**src/rtl/prc_pkg.sv**
```systemverilog
package prc_pkg;

    typedef enum logic [1:0] {
        AK_FETCH = 2'd0,
        AK_READ  = 2'd1,
        AK_WRITE = 2'd2,
        AK_RSVD  = 2'd3
    } acc_kind_e;

    typedef struct packed {
        logic valid;
        logic code;
        logic rd;
        logic wr;
    } reg_attr_t;

endpackage

```
**src/rtl/prc_region_table.sv**
```systemverilog
module prc_region_table
    import prc_pkg::*;
#(
    parameter int ADDR_W   = 32,
    parameter int NUM_PART = 4,
    parameter int NSLOT    = 8
) (
    input  logic                               clk,
    input  logic                               rst_n,
    input  logic                               cfg_we,
    input  logic                               cfg_trusted,
    input  logic [$clog2(NUM_PART)-1:0]        cfg_part,
    input  logic [$clog2(NSLOT)-1:0]           cfg_slot,
    input  logic [ADDR_W-1:0]                  cfg_base,
    input  logic [ADDR_W-1:0]                  cfg_limit,
    input  reg_attr_t                          cfg_attr,
    input  logic [$clog2(NUM_PART)-1:0]        rd_part,
    output logic [NSLOT-1:0][ADDR_W-1:0]       cur_base,
    output logic [NSLOT-1:0][ADDR_W-1:0]       cur_limit,
    output reg_attr_t [NSLOT-1:0]              cur_attr,
    output logic                               cfg_reject
);
    localparam int PART_W = $clog2(NUM_PART);
    localparam int SLOT_W = $clog2(NSLOT);
    localparam int NENT   = NUM_PART * NSLOT;
    localparam int IDX_W  = PART_W + SLOT_W;

    logic [NENT-1:0][ADDR_W-1:0] base_q;
    logic [NENT-1:0][ADDR_W-1:0] limit_q;
    reg_attr_t [NENT-1:0]        attr_q;

    logic [IDX_W-1:0] wr_idx;
    logic             wr_ok;

    assign wr_idx = {cfg_part, cfg_slot};
    assign wr_ok  = cfg_we && cfg_trusted;

    always_ff @(posedge clk) begin
        if (!rst_n) begin
            base_q     <= '0;
            limit_q    <= '0;
            attr_q     <= '0;
            cfg_reject <= 1'b0;
        end else begin
            cfg_reject <= cfg_we && !cfg_trusted;
            if (wr_ok) begin
                base_q[wr_idx]  <= cfg_base;
                limit_q[wr_idx] <= cfg_limit;
                attr_q[wr_idx]  <= cfg_attr;
            end
        end
    end

    for (genvar s = 0; s < NSLOT; s++) begin : g_rdport
        localparam logic [SLOT_W-1:0] SI = SLOT_W'(s);
        assign cur_base[s]  = base_q[{rd_part, SI}];
        assign cur_limit[s] = limit_q[{rd_part, SI}];
        assign cur_attr[s]  = attr_q[{rd_part, SI}];
    end

    // a dropped write leaves the tables intact and is flagged next cycle
    a_r8_untrusted_no_change: assert property (@(posedge clk) disable iff (!rst_n)
        (cfg_we && !cfg_trusted) |=> ($stable(base_q) && $stable(limit_q) && $stable(attr_q)));
    a_r8_reject_flag: assert property (@(posedge clk) disable iff (!rst_n)
        (cfg_we && !cfg_trusted) |=> cfg_reject);

endmodule

```
**config.mk**
```make
export PLATFORM = sky130hd
export DESIGN_NAME = prc_region_table
export DESIGN_NICKNAME = d
export VERILOG_FILES = /design/src/rtl/prc_pkg.sv /design/src/rtl/prc_region_table.sv
export SDC_FILE = /design/constraint.sdc
export NUM_CORES = 2
export LEC_CHECK = 0
export BUFFER_PORTS_ARGS = -buffer_cell sky130_fd_sc_hd__clkbuf_2
export CORE_AREA = 2 2 339 676
export CTS_CLUSTER_SIZE = 20
export DETAILED_ROUTE_END_ITERATION = 7
export DIE_AREA = 0 0 341 678
export GPL_TIMING_DRIVEN = 0
export SLEW_MARGIN = 15
export SYNTH_ARGS = -nofsm -noshare
export SYNTH_HDL_FRONTEND = slang
export SYNTH_SLANG_ARGS = --single-unit
```
**constraint.sdc**
```tcl
create_clock -name clk -period 2.6 [get_ports clk]
set_clock_uncertainty 0.15 [all_clocks]
set_input_delay 0.52 -clock clk [delete_from_list [all_inputs] [get_ports clk]]
set_output_delay 0.52 -clock clk [all_outputs]
set_load 0.03 [all_outputs]
```
==> impl_results.md <==
* Status: complete, but fails checks
* Failing checks: negative hold slack, negative setup slack
* First-pass GRT wire length at about 570000 um
* Sequential share of the synthesized area at 48.41%
* Startpoint types: primary input
* #FFs+latches synth at around 2200
* Initial DRC count at 6594
* Sequential Power Share at a little under half
* Initial antenna violation count at 26
* Setup WS pre-CTS at -1.610 ns
* Worst vdd ir at ~0.00057 V
* Syn Nets at 8077
* Worst-path fanout max at 10
* HPWL after DPL at about 310000 um
* Top_reg_cell synth: dfxtp_1
* Layout area overhead at 22.16%
* Worst-path clk slew at 0.07 ns
* Drt first pass iters at 8
* Net Sw Frac at 25.04%
* Tot Pwr at around 71 mW
* Worst path slowest cell: mux4_2
* CP bufs+invs at 5
* Pwr Density at 643.2 mW/mm2
* Final worst-path cycle share at 108.0%
* Nets at approximately 9000
* Fmax at approximately 360 MHz
* Largest net degree at the start of global routing at 16
* Mapped Area at about 0.09 mm2
* Worst skew pair latency at 0.91 ns
* Avg Vias per Cell at around 5.8
* Number of buffers added on ports at 617
* Max-slew violation count at 0
* Placer Congestion at 0.9799
* Cell Int Power at ~53 mW
* GRT overflow at 0
* # DRC at 0
* Clk sinks at 2177
* Syn Inst Count at 7998
* CP peak stage delay at 0.61 ns
* Required @ worst endpoint at just under 2 ns
* Gate power share at 7.0%
* Root Buffer: clkbuf_16
* TritonCTS clock tree: done
* Max cap viols at 0
* Area of the core at approximately 0.23 mm2
* Area post-placement at between 0.09 and 0.1 mm2
* Final Setup Violations at ~500
* Via count at roughly 70000
* Yosys warnings at 0
* Final WL at ~420000 um
* Post-Layout Inst Area at between 0.1 and 0.15 mm2
* Distinct cells, synth at 22
* Final hold violations at 2
* Syn avg cell area at about 11 um2
* FFs w/ async S/R, synth at 0%
* Antenna-violating nets left at 0
* HP Class: primary input to register
* Row Count at about 250
* RSZ-0062 raised after global routing: true
* Worst-margin pin slew at between 1 and 1.5 ns
* WL/cell at ~35 um
* Initial core utilization at about 40%
* Hold WS at -0.05290 ns
* CP top delay family: buffers and inverters
* TritonCTS Buffers at 203
* CP endpoint kind: primary output
* Clock network fraction of design power at a little under half
* Ports at around 620
* Vias in the first global route at between 70000 and 80000
* Setup total negative slack at -32.13 ns
* Die height at 678 um
* Crit path arrival time at 2.14 ns
* Min Tclk post-route at 2.807 ns
* H-tree levels at 4
* Relative slew slack at under 10%
* Max clock buf depth at 4
* Critical path class: primary input to primary output
* Final WS setup at -0.2068 ns
* GRT Util Overall at a little over a third
* Critical path, cell by cell: buf_12, buf_16, buf_16, buf_12, mux4_2, clkbuf_4
* Post-synth EDFFs at 0
* Leakage power at between 40 and 50 nW
* Die footprint at between 0.2 and 0.25 mm2
* Sw Pwr at roughly 18 mW
* Die Wd at around 340 um
* Ratio of cells with drive above 1 in the final layout at a little under a quarter
[state kept, by name, summed over array words and instances, names as in the netlist]
register,count
base_q,1024
cfg_reject,1
limit_q,1024
attr_q,128
[timing repair]
item | 4_1_cts | 5_1_grt
buffers inserted | 29 | 21
pin swaps | 0 | 0
setup endpoints to repair | 544 | 522
hold endpoints to repair | 130 | 0
cloned | 14 | 1
resized for setup | 939 | 660
hold buffers | 67 | 0
[cell type report]
type | instances | area [um2]
Antenna cell | 13 | 32.53
Buffer | 805 | 5216
Clock buffer | 297 | 5978
Clock inverter | 68 | 953.4
Fill cell | 20290 | 115900
Multi-Input combinational cell | 5013 | 42760
Sequential cell | 2177 | 43720
Tap cell | 2988 | 3739
Timing Repair Buffer | 750 | 7581
[cells by family after synthesis]
group,after synthesis,share of synthesized area [%]
simple gates,2293,9.656
buf+inv,808,4.140
mux,2720,37.80
flops,2177,48.41
[cells in the final DEF, fill, tap and decap left out, types with 23 or more instances in the layout]
cell type      synthesis  final
clkinv_2               0     36
mux2i_1             2176   2176
clkbuf_1             452    461
dfxtp_2                0    112
bufinv_16              0     23
buf_16                 0     26
clkbuf_4               0     36
buf_12                 0     52
clkbuf_8               0    141
buf_2                219    167
clkbuf_2               0    256
clkbuf_16              0    214
buf_8                  0    158
nand2_1             2260   2260
buf_6                 14    140
dfxtp_1             2177   2065
dlygate4sd3_1          0     67
mux4_2               544    544
buf_4                 84    121
[layer usage]
| metal | vias to the layer above | share of wire, % | track usage, % |
|---|---|---|---|
| met2 | 4065 | 47 | 57.83 |
| met4 | 14 | 11 | 33.57 |
| met3 | 1474 | 9.1 | 10.04 |
| met5 | - | 0.039 | 0 |
| li1 | 29410 | - | - |
| met1 | 35490 | 33 | 37.01 |
[Yosys cell counts, drive strengths merged (2+ instances only)]
cell type | count | share of area, %
nand3b | 3 | 0.025
buf | 356 | 2.3
nand2 | 2260 | 9.4
mux4 | 544 | 14
nand4b | 2 | 0.019
mux2i | 2176 | 24
nor3b | 3 | 0.036
and4b | 2 | 0.022
dfxtp | 2177 | 48
nor2 | 16 | 0.067
clkbuf | 452 | 1.9
[final timing paths]
kind                      from             to  slack (ns)  cells after the start
setup / recovery    rd_part[0]  cur_base[130]       -0.21                      6
setup reg to reg   base_q[824]    base_q[824]        1.69                      3
hold reg to reg   limit_q[594]   limit_q[594]        0.30                      2
hold / removal    cfg_limit[1]   limit_q[993]       -0.05                      3
[power by group through the flow]
stage          Clock (mW)  Sequential [mW]  Combinational (mW)
6_report             32.2             33.5                4.98
5_1_grt              33.3             33.5                4.96
4_1_cts              32.1             33.5                4.81
3_5_place_dp            0             34.3                4.25
3_3_place_gp            0             34.3                4.22
2_1_floorplan           0             34.3                2.05
[worst reg2reg max path, delay by kind of cell, from the launching register on]
kind                   cells  cell delay, ns
flip-flops                 1            0.32
multiplexers               1            0.09
buffers and inverters      1            0.12
AND/OR/NAND/NOR            1            0.06
[stage by stage]
stage / utilization (%) / instances
CTS: 48.19 / 12080
global placement: 42.88 / 11600
floorplan: - / 7998
global route: 48.67 / 12100
detailed placement: 42.94 / 11610
finish: 48.68 / 12110
Note: power is estimated with default switching activity, not from simulation.
